[config.mk]
export PLATFORM = sky130hd
export DESIGN_NAME = blkx_seq
export DESIGN_NICKNAME = d
export VERILOG_FILES = /design/src/rtl/blkx_pkg.sv /design/src/rtl/blkx_popcnt.sv /design/src/rtl/blkx_lowbit.sv /design/src/rtl/blkx_addr_gen.sv /design/src/rtl/blkx_seq.sv
export SDC_FILE = /design/constraint.sdc
export NUM_CORES = 1
export LEC_CHECK = 0
export BUFFER_PORTS_ARGS = -buffer_cell sky130_fd_sc_hd__buf_2
export CAP_MARGIN = 15
export CORE_MARGIN = 3
export CORE_UTILIZATION = 55
export DETAILED_ROUTE_END_ITERATION = 6
export MAX_ROUTING_LAYER = met4
export PLACE_DENSITY = 0.82
export SYNTH_ARGS = -nofsm -noshare
export SYNTH_HDL_FRONTEND = slang
export SYNTH_SLANG_ARGS = --single-unit
export TNS_END_PERCENT = 100
[constraint.sdc]
create_clock -name clk -period 8.6 [get_ports clk]
set_input_delay 2.15 -clock clk [delete_from_list [all_inputs] [get_ports clk]]
set_output_delay 2.15 -clock clk [all_outputs]
set_load 0.01 [all_outputs]
[src/rtl/blkx_pkg.sv]
package blkx_pkg;
  typedef enum logic [1:0] {
    ST_IDLE  = 2'd0,
    ST_SETUP = 2'd1,
    ST_XFER  = 2'd2,
    ST_FIN   = 2'd3
  } blkx_state_e;

  // word size in bytes expressed as a shift
  localparam int WORD_SHIFT = 2;
endpackage

[src/rtl/blkx_popcnt.sv]
module blkx_popcnt #(
  parameter int W  = 16,
  parameter int CW = $clog2(W + 1)
) (
  input  logic [W-1:0]  vec,
  output logic [CW-1:0] cnt
);
  logic [CW-1:0] part [W+1];

  assign part[0] = '0;
  for (genvar g = 0; g < W; g++) begin : g_sum
    assign part[g+1] = part[g] + CW'(vec[g]);
  end
  assign cnt = part[W];
endmodule

[src/rtl/blkx_lowbit.sv]
module blkx_lowbit #(
  parameter int W  = 16,
  parameter int IW = $clog2(W)
) (
  input  logic [W-1:0]  vec,
  output logic [W-1:0]  onehot,
  output logic [IW-1:0] idx
);
  assign onehot = vec & (~vec + W'(1));

  always_comb begin
    idx = '0;
    for (int i = W - 1; i >= 0; i--) begin
      if (vec[i]) idx = IW'(i);
    end
  end
endmodule

[src/rtl/blkx_addr_gen.sv]
module blkx_addr_gen
  import blkx_pkg::*;
#(
  parameter int AW = 32,
  parameter int CW = 5
) (
  input  logic [AW-1:0] base,
  input  logic [CW-1:0] cnt,
  input  logic          pre,
  input  logic          up,
  output logic [AW-1:0] first_addr,
  output logic [AW-1:0] final_base
);
  localparam logic [AW-1:0] STEP = AW'(1) << WORD_SHIFT;

  logic [AW-1:0] span;
  logic [AW-1:0] low_end;

  assign span       = AW'(cnt) << WORD_SHIFT;
  assign low_end    = base - span;
  assign final_base = up ? (base + span) : low_end;

  always_comb begin
    unique case ({up, pre})
      2'b10:   first_addr = base;
      2'b11:   first_addr = base + STEP;
      2'b01:   first_addr = low_end;
      default: first_addr = low_end + STEP;
    endcase
  end
endmodule

[src/rtl/blkx_seq.sv]
module blkx_seq
  import blkx_pkg::*;
#(
  parameter int NREG = 16,
  parameter int AW   = 32,
  parameter int DW   = 32,
  parameter int IW   = $clog2(NREG),
  parameter int CW   = $clog2(NREG + 1)
) (
  input  logic            clk,
  input  logic            rst,
  input  logic            start,
  input  logic [NREG-1:0] reg_sel,
  input  logic [AW-1:0]   base_addr,
  input  logic            is_load,
  input  logic            pre_idx,
  input  logic            up,
  input  logic            wb_en,
  output logic            busy,
  output logic            done,
  output logic [AW-1:0]   new_base,
  output logic            base_we,
  output logic            mem_req,
  output logic [AW-1:0]   mem_addr,
  output logic            mem_we,
  output logic [DW-1:0]   mem_wdata,
  input  logic [DW-1:0]   mem_rdata,
  input  logic            mem_rdy,
  output logic [IW-1:0]   rf_ridx,
  input  logic [DW-1:0]   rf_rdata,
  output logic            rf_we,
  output logic [IW-1:0]   rf_widx,
  output logic [DW-1:0]   rf_wdata
);
  localparam logic [AW-1:0] STEP = AW'(1) << WORD_SHIFT;

  blkx_state_e     st_q;
  logic [NREG-1:0] sel_q;
  logic [NREG-1:0] pend_q;
  logic [AW-1:0]   base_q;
  logic [AW-1:0]   addr_q;
  logic [AW-1:0]   nbase_q;
  logic            load_q, pre_q, up_q, wb_q;

  logic [CW-1:0]   cnt;
  logic [AW-1:0]   first_addr;
  logic [AW-1:0]   final_base;
  logic [NREG-1:0] cur_oh;
  logic [IW-1:0]   cur_idx;
  logic [NREG-1:0] pend_nx;
  logic            in_xfer;

  blkx_popcnt #(.W(NREG), .CW(CW)) u_cnt (
    .vec (sel_q),
    .cnt (cnt)
  );

  blkx_addr_gen #(.AW(AW), .CW(CW)) u_addr (
    .base       (base_q),
    .cnt        (cnt),
    .pre        (pre_q),
    .up         (up_q),
    .first_addr (first_addr),
    .final_base (final_base)
  );

  blkx_lowbit #(.W(NREG), .IW(IW)) u_low (
    .vec    (pend_q),
    .onehot (cur_oh),
    .idx    (cur_idx)
  );

  assign pend_nx = pend_q & ~cur_oh;
  assign in_xfer = (st_q == ST_XFER);

  always_ff @(posedge clk) begin
    if (rst) begin
      st_q    <= ST_IDLE;
      sel_q   <= '0;
      pend_q  <= '0;
      base_q  <= '0;
      addr_q  <= '0;
      nbase_q <= '0;
      load_q  <= 1'b0;
      pre_q   <= 1'b0;
      up_q    <= 1'b0;
      wb_q    <= 1'b0;
    end else begin
      unique case (st_q)
        ST_IDLE: begin
          if (start) begin
            sel_q  <= reg_sel;
            base_q <= base_addr;
            load_q <= is_load;
            pre_q  <= pre_idx;
            up_q   <= up;
            wb_q   <= wb_en;
            st_q   <= ST_SETUP;
          end
        end
        ST_SETUP: begin
          pend_q  <= sel_q;
          addr_q  <= first_addr;
          nbase_q <= final_base;
          st_q    <= (sel_q == '0) ? ST_FIN : ST_XFER;
        end
        ST_XFER: begin
          if (mem_rdy) begin
            pend_q <= pend_nx;
            addr_q <= addr_q + STEP;
            if (pend_nx == '0) st_q <= ST_FIN;
          end
        end
        default: st_q <= ST_IDLE;
      endcase
    end
  end

  assign busy      = (st_q != ST_IDLE);
  assign done      = (st_q == ST_FIN);
  assign base_we   = done & wb_q;
  assign new_base  = nbase_q;
  assign mem_req   = in_xfer;
  assign mem_addr  = addr_q;
  assign mem_we    = in_xfer & ~load_q;
  assign mem_wdata = rf_rdata;
  assign rf_ridx   = cur_idx;
  assign rf_we     = in_xfer & load_q & mem_rdy;
  assign rf_widx   = cur_idx;
  assign rf_wdata  = mem_rdata;
endmodule

-- After elaboration in Yosys (flattened, before gate mapping)
Cells that the tools add are included.
- mux-type cells: 27
- eq/ne operators: 9
- reductions and logical operators: 8
- bitwise logic cells: 9
- add/subtract/negate cells: 21
- operator list (cell ; count):
    $add A32 B3 Y32 const B ; 3
    $pmux W32 S3 ; 1
    $add A5 B1 Y5 ; 14
    $mux W32 ; 2
    $mux W4 ; 16
    $pmux W32 S2 ; 1
    $add A32 B7 Y32 ; 1
    $and A16 B16 Y16 ; 2
    $logic_not A16 Y1 ; 2
    $not A16 Y16 ; 2
    $pmux W16 S2 ; 1
    $sub A32 B7 Y32 ; 1
    $add A16 B1 Y16 const B ; 1
    $mux W16 ; 1
    $eq A2 B2 Y1 const B ; 4
    $mux W2 ; 3
    $pmux W2 S3 ; 1
    $and A1 B1 Y1 ; 4
    $eq A2 B1 Y1 const B ; 2
    $ne A2 B2 Y1 const B ; 2
    $reduce_and A2 Y1 ; 2
    $reduce_bool A2 Y1 ; 2
    $reduce_and A3 Y1 ; 1
    $add A1 B1 Y2 ; 1
    other kinds (4) ; 4
- bits of input ports: 120
- logic and storage cells: 84
- output and inout port bits: 142
- register bits after elaboration: 134

-- Depth between registers and ports, before layout
Gate-level depths: netlist of run 1.
- word-level depth: 19
- mapped depth: 27
- mapped depth without buffers: 25

-- Hierarchy
From an unflattened synthesis of run 1, not the netlist that was laid out.
- cell total of the unflattened synthesis: 1454
- area total of the unflattened synthesis: 10805.4 um^2
- by module, submodules not included (module ; times used ; cells each ; area each (um^2) ; seq. area each (um^2)):
    blkx_seq ; 1 ; 766 ; 6332.3 ; 2682.6
    blkx_addr_gen ; 1 ; 587 ; 3733.6 ; 0.0
    blkx_popcnt ; 1 ; 47 ; 407.9 ; 0.0
    blkx_lowbit ; 1 ; 54 ; 331.6 ; 0.0

-- Least setup slack after synthesis of run 1
Ideal clock, no wire load.
- path type: reg-to-reg
- start: register sel_q[2]
- end: register addr_q[28], in the netlist mem_addr[28]
- stages on the path, launching flop included: 20
- setup slack: 2.213 ns
- arrival: 6.296 ns
- clock period less this slack: 6.387 ns
- setup time: 0.091 ns
- data required time: 8.509 ns
- buffers on the path: 1
- cells stage by stage: dfxtp_1 > inv_1 > fa_1 > fa_1 > fa_1 > fa_1 > fa_1 > fa_1 > xnor2_1 > inv_1 > ha_1 > buf_4 > o311a_4 > or4_4 > a2111oi_2 > o21ai_2 > or3_4 > o31a_1 > or3_1 > a311oi_1
- longest elaborated chain between the ends: 18
- ends and longest elaborated chain (element ; line ; source):
    from (decl) ; blkx_seq.sv:38 ; logic [NREG-1:0] sel_q;
    from (signal assigned) ; blkx_seq.sv:92 ; sel_q <= reg_sel;
    $add A5 B1 Y5 * (14 in series) ; blkx_popcnt.sv:12 ; assign part[g+1] = part[g] + CW'(vec[g]);
    $sub A32 B7 Y32 * ; blkx_addr_gen.sv:20 ; assign low_end = base - span;
    $add A32 B3 Y32 ; blkx_addr_gen.sv:28 ; default: first_addr = low_end + STEP;
    $pmux W32 S3 * ; blkx_addr_gen.sv:24 ; unique case ({up, pre})
    $pmux W32 S2 * ; blkx_seq.sv:89 ; unique case (st_q)
    to (signal assigned) ; blkx_seq.sv:103 ; addr_q <= first_addr;
    to (signal assigned) ; blkx_seq.sv:110 ; addr_q <= addr_q + STEP;
    to (decl) ; blkx_seq.sv:41 ; logic [AW-1:0] addr_q;
Every way passes the cells marked *; elsewhere a longest branch is shown, timed or not.
A chain may end at the register's enable or synchronous reset.

-- Final worst setup path of run 1
- start: register sel_q[2]
- end: register addr_q[30], in the netlist mem_addr[30]
The elaborated chain is that of the path after synthesis.

==> results of run 1 <==
sequential cells by signal, summed over array words and instances, names as in the netlist:
name and cells:
base_q 32, mem_addr 32, new_base 32, pend_q 16, sel_q 16, st_q 2
load_q 1, pre_q 1, up_q 1, wb_q 1
area by class of cell:
cell class | instances | share of cell area, %
Inverter | 54 | 1.78
Tap cell | 260 | 2.86
Sequential cell | 134 | 23.6
Timing Repair Buffer | 148 | 6.98
Clock buffer | 17 | 3.74
Clock inverter | 15 | 1.31
Multi-Input combinational cell | 1087 | 59.7
stage by stage:
| stage | worst slack (ns) | utilization (%) |
|---|---|---|
| floorplan | 2.21 | - |
| global placement | 1.73 | 57.2 |
| detailed placement | 1.56 | 57.2 |
| CTS | 1.56 | 60.2 |
| global route | 1.02 | 60.3 |
| finish | 1.46 | 60.3 |
report_power, final:
part	internal, uW	leakage [uW]	switching (uW)
logic	1430	0.00317	2250
clock network	388	0.000280	350
registers	775	0.00109	215
total	2590	0.00454	2810
worst max-delay path by stage:
| stage | to | slack (ns) | start |
|---|---|---|---|
| floorplan | mem_addr[28] | 2.21 | sel_q[2] |
| global route | mem_addr[28] | 1.02 | sel_q[2] |
| finish | mem_addr[30] | 1.46 | sel_q[2] |
| detailed placement | mem_addr[28] | 1.56 | sel_q[2] |
| global placement | mem_addr[28] | 1.73 | sel_q[2] |
| CTS | mem_addr[28] | 1.56 | sel_q[2] |
per-layer routing:
metal | up-vias | track usage, % | wire (um) | share of wire [%]
met5 | - | - | 0 | 0
met3 | 90 | 6.41 | 2990 | 9.2
met2 | 520 | 49.2 | 15000 | 46
met1 | 4945 | 39.6 | 13500 | 41
met4 | 0 | 13.1 | 1180 | 3.6
li1 | 5008 | - | - | -
cell families after synthesis:
kind of cell | Yosys count
flops | 134
xor+xnor | 88
buf+inv | 228
mux | 37
compound gates | 357
fa+ha+maj | 43
simple gates | 562
cells in the final DEF, fill, tap and decap left out, drive strengths merged, types with 23 or more instances in the layout:
cell,netlist,routed
nand2,206,206
mux2i,36,36
a21oi,134,134
ha,27,27
inv,52,64
nor4,23,23
xnor2,52,52
nor2,127,127
xor2,36,36
nand3,42,42
nor3,45,45
dfxtp,134,134
buf,96,148
o21ai,58,58
critical path, delay by kind of cell, from the launching register on:
family          cells  cell delay [ns]
compound gates      3             0.62
buf+inv             2             0.15
flops               1             0.36
simple gates        7             2.78
fa+ha+maj           7             3.13
synth_stat cells (11+ instances only):
cell type / number
nand2_1: 205
a21oi_1: 134
dfxtp_1: 134
nor2_1: 127
clkbuf_1: 77
buf_4: 75
o21ai_0: 57
inv_1: 52
xnor2_1: 51
nor3_1: 45
nand3_1: 42
mux2i_1: 36
xor2_1: 36
ha_1: 27
a211oi_1: 21
or3_1: 21
nor4_1: 19
o22ai_1: 15
a31oi_1: 14
a221oi_1: 13
and2_1: 13
nand2b_1: 13
nand4_1: 13
and3_1: 12
fa_1: 12
a21o_1: 11
a22oi_1: 11
o21bai_1: 11
==> results.md, run 1 <==
- Area contributors post-synth: dfxtp_1 (25%), nand2_1 (7.3%), a21oi_1 (6.3%), buf_4 (5.3%), nor2_1 (4.5%)
- CTS resizes: 0
- Ant. Diodes: 0
- Slew headroom: 20.2%
- Share of layout cells above drive strength 1: 14.5%
- CP max stage delay: 0.93 ns
- Clock H-tree levels: 4
- Global placer's final weighted congestion: 0.989
- Worst-Skew Late Latency: around 0.45 ns
- Worst VDD drop: 420 uV
- Total power draw: ~5400 uW
- Initial Utilization: 56.3%
- Max Clock Skew: 0.0109 ns
- Post-route ant nets: 0
- Worst Setup End Kind: flip-flop
- Synth Register Bits: 134
- Post-synthesis xor/xnor area fraction: 7.33%
- Crit path DAT: 7.49 ns
- # rows: 50
- Standby leakage power: around 0.0045 uW
- Fin crit share: 83.0%
- Global route overflow: 0
- CTS tree: yes
- Final nets: 1601
- Length in cells of the worst reg-to-reg path: 19
- Adder-Cell Fraction of Synth Area: 5.83%
- Vias in the first global route: 9831
- Clock slew at reported path FFs: 0.07 ns
- Clock tree buffer depth: 2
- Clock sink count: 134
- HPWL after DPL: roughly 23000 um
- Finished Layout Cells: 1715
- Most frequent CP cell: fa_1
- Req. time, crit path: 8.95 ns
- GRT Total Usage: 31.4%
- F_max: 140 MHz
- Compound-Gate Fraction of Synth Area: 21.6%
- Crit start category: flip-flop
- Multi-input logic area: about 6800 sq um
- Cell area after synthesis: 10600 sq um
- # IOs: 262
- CTS Hold Buffers Added: 0
- Multiplexer share of the synthesized area: 3.50%
- Primary FF master, synth: dfxtp_1
- Unrepaired setup endpoints after global routing: false
- Worst R2R Start: sel_q[2]
- Worst Tran Pin Value: 1.19 ns
- Routed via count: 10600
- R2r endpoint: mem_addr[30]
- Hold path start: sel_q[15]
- Final WL: 32600 um
- Worst min path class: flip-flop to flip-flop
- Sequential fraction of the synthesis area: 25.3%
- Max Cap Viol: 0
- Clk root buf: clkbuf_16
- Initial drt markers: 1146
- Largest family of logic cells by synthesized area: simple AND/OR/NAND/NOR gates
- Synth Instances: 1449
- Seq. cell area: between 2000 and 3000 sq um
- Final setup viols: 0
- Full die area: between 20000 and 25000 sq um
- CP Class: flip-flop to flip-flop
- Final number of hold-violating endpoints: 0
- Post-synth top area share: 25.3%
- Die width: ~140 um
- Cell taking the most area after synthesis: dfxtp_1
- Post-Synth Simple-Gate Area: 25.6%
- Core Region: 18800 sq um
- PwrDens: around 480 nW/um^2
- Worst Hold Path Cells: 2
- Worst hold slack: 0.464 ns
- DR WL/cell: about 19 um
- Area Growth Syn to Fin: 7.06%
- Placed cell count: 1682
- First-pass detailed-route iteration total: 5
- Synthesized area per cell: 7.32 sq um
- Synth Warn #: 0
- DRC violations left: 0
- Reg2reg setup slack: 1.46 ns
- Antenna violations before repair: 0
- Finished Cell Area: 11400 sq um
- TNS Setup: 0 ns
- Final Slew Violations: 0
- CP max stage cell: nor4b_1
- Fillers: roughly 1700
- Cell Chain, Critical Path: inv_1, fa_1, fa_1, fa_1, fa_1, fa_1, fa_1, nor2b_1, o21a_1, inv_1, ha_1, nor3_1, nand2_1, or4_1, nor4b_1, nand4b_1, a21oi_1, nor2_1, o32ai_1
- Asr flop ratio synth: 0%
- Min cycle time layout: 7.14 ns
- Largest net degree at the start of global routing: 71
- First-pass GRT wire length: 51000 um
- DP Area: 10800 sq um
- Post-synth EDFFs: 0
- Status: finished clean
- Chip height: between 100 and 150 um
- Synth cell types: 80
- Synth Net Count: 1608
- CTS buffer count: 17
- Port bufs: 133
- Vias/cell: 6.16
- Post-CTS Setup Inserts: 0
- Worst-path fanout max: 14
- Worst hold endpoint: sel_q[15]
(Power assumes the default switching activity.)
==> run 2, diff against run 1 <==
clock period = 7.32 ns   (was 8.6 ns; I/O delays follow)
==> run 2 against run 1 <==
Die area stayed put. Via count is 2.0% higher. Critical path depth is 1 lower. Power is 19% higher. Register-to-register slack worse by 1.1 ns. First-iteration DRC count is 1.3% higher.
==> results.md, run 2 (synthesized netlist as in run 1, its figures left out) <==
- Die width: 145 um (unchanged)
- GRT Total Usage: 31.7% (+0.31 points)
- Worst-path fanout max: 27 (+13)
- Worst Tran Pin Value: 0.891 ns (-0.303 ns)
- Finished Cell Area: 11400 sq um (+0.51%)
- R2r endpoint: mem_addr[28]
- Worst-Skew Late Latency: 0.45 ns (about the same)
- HPWL after DPL: 22900 um (+0.26%)
- Global placer's final weighted congestion: 1.01 (+2.4%)
- GR Util met1: 41.7% (+2.1 points)
- Vias/cell: 6.26 (+1.6%)
- Final setup viols: 0 (unchanged)
- Fin crit share: 94.9% (+12 points)
- Final nets: 1607 (+0.37%)
- Post-CTS Setup Inserts: 0 (unchanged)
- Hold path start: wb_q
- Initial Utilization: 56.3% (unchanged)
- DRC violations left: 0 (unchanged)
- Core Region: 18800 sq um (unchanged)
- CP max stage cell: or4_4
- Final WL: 32700 um (+0.19%)
- CTS buffer count: 17 (unchanged)
- Most frequent CP cell: fa_1
- Routed via count: 10800 (+2.0%)
- PwrDens: 564 nW/um^2 (+19%)
- Largest net degree at the start of global routing: 70 (-1.4%)
- Unrepaired setup endpoints after global routing: false
- Chip height: 145 um (unchanged)
- Crit path DAT: 7.31 ns (-0.18 ns)
- Max Clock Skew: 0.0104 ns (-0.000554 ns)
- CP Class: flip-flop to flip-flop
- Vias in the first global route: 9921 (+0.92%)
- Standby leakage power: 0.00458 uW (+0.82%)
- Length in cells of the worst reg-to-reg path: 18 (-1)
- Reg2reg setup slack: 0.37 ns (-1.09 ns)
- Final number of hold-violating endpoints: 0 (unchanged)
- Worst min path class: flip-flop to flip-flop
- CTS Hold Buffers Added: 0 (unchanged)
- Crit start category: flip-flop
- # IOs: 262 (unchanged)
- Most frequent cells in the layout: nand2_1 (204), a21oi_1 (134), dfxtp_1 (134)
- Worst hold endpoint: wb_q
- Full die area: 21000 sq um (unchanged)
- Final worst slack: 0.372 ns (-1.09 ns)
- Cell Chain, Critical Path: inv_1, fa_1, fa_1, fa_1, fa_1, fa_1, fa_1, xnor2_1, ha_1, nor2_1, o311a_4, or4_4, a2111oi_2, o21ai_2, or3_4, o31a_1, or3_1, a311oi_1
- TNS Setup: 0 ns (unchanged)
- Min cycle time layout: 6.95 ns (-0.192 ns)
- GR Layer Usage met3: 4.60% (-1.8 points)
- Worst VDD drop: 452 uV (+7.5%)
- Grt peak-use layer: met2
- CTS resizes: 0 (unchanged)
- Buf/Inv on CP: 1 (-1)
- Final Slew Violations: 0 (unchanged)
- First-pass GRT wire length: 51600 um (+1.2%)
- Post-route ant nets: 0 (unchanged)
- Ant. Diodes: 0 (unchanged)
- Clock tree buffer depth: 2 (unchanged)
- Worst Setup End Kind: flip-flop
- Req. time, crit path: 7.68 ns (-1.27 ns)
- Global Route met2 Usage: 49.6% (+0.46 points)
- # rows: 50 (unchanged)
- Clock H-tree levels: 4 (unchanged)
- F_max: 144 MHz (+2.8%)
- Slew headroom: 40.6% (+20 points)
- Global route overflow: 0 (unchanged)
- Share of layout cells above drive strength 1: 14.9% (+0.35 points)
- Clock slew at reported path FFs: 0.07 ns (about the same)
- Area Growth Syn to Fin: 7.61%
- Place WS: 0.410 ns (-1.15 ns)
- Initial drt markers: 1161 (+1.3%)
- DP Area: 10800 sq um (+0.35%)
- Fillers: 1707 (-0.41%)
- First-pass detailed-route iteration total: 7 (+2)
- Commonest non-fill, non-tap cell in the layout: nand2_1
- Worst R2R Start: sel_q[3]
- Port bufs: 133 (unchanged)
- CTS tree: yes
- Antenna violations before repair: 0 (unchanged)
- CP max stage delay: 0.57 ns (-0.36 ns)
- DR WL/cell: 19.0 um (-0.16%)
- CP top delay family: adder cells
- Worst Hold Path Cells: 2 (unchanged)
- Clock sink count: 134 (unchanged)
- Status: finished clean
- Max Cap Viol: 0 (unchanged)
- Clk root buf: clkbuf_16
## run 2: worst max path at each step
stage,from,end,slack (ns),depth (start not counted)
2_1_floorplan,sel_q[2],mem_addr[28],0.93,19
3_3_place_gp,sel_q[2],mem_addr[28],0.51,18
3_5_place_dp,sel_q[2],mem_addr[28],0.41,18
4_1_cts,sel_q[2],mem_addr[28],0.39,18
5_1_grt,sel_q[3],mem_addr[28],0.05,18
6_report,sel_q[3],mem_addr[28],0.37,18
## run 2: worst reg2reg max path, cell delays in order, from the launching register on
cell and delay (ns):
dfxtp_1 0.36, inv_1 0.08, fa_1 0.50, fa_1 0.54, fa_1 0.53, fa_1 0.43
fa_1 0.44, fa_1 0.43, xnor2_1 0.17, ha_1 0.47, nor2_1 0.10, o311a_4 0.44
or4_4 0.58, a2111oi_2 0.49, o21ai_2 0.13, or3_4 0.36, o31a_1 0.27, or3_1 0.30
a311oi_1 0.25
## run 2: power breakdown
part / internal [uW] / switching (uW)
registers: 911 / 258
clock network: 483 / 395
logic: 1710 / 2680
total: 3110 / 3330
## run 2: through the flow
step                      total power (uW)  utilization (%)  hold slack (ns)  instances
after floorplan                       4380                -            0.432       1449
after global placement                5330             57.4            0.446       1687
after detailed placement              5410             57.4            0.459       1687
after CTS                             6340             60.5            0.468       1719
after global routing                  6910             60.6            0.488       1721
final                                 6440             60.6            0.460       1721
## run 2: layout make-up
type / instances / area [sq um] / area share, %
inverter: 54 / 203 / 1.78
clock buffer: 17 / 425 / 3.73
tap: 260 / 325 / 2.85
clock inverter: 15 / 158 / 1.38
timing repair buffer: 154 / 842 / 7.38
multi-input combinational: 1087 / 6780 / 59.4
sequential: 134 / 2680 / 23.5
## run 2: metal layers
layer	vias to the layer above	part of all wire, %
li1	5045	-
met5	-	0
met1	5053	42
met3	103	8.3
met4	0	3.5
met2	569	46
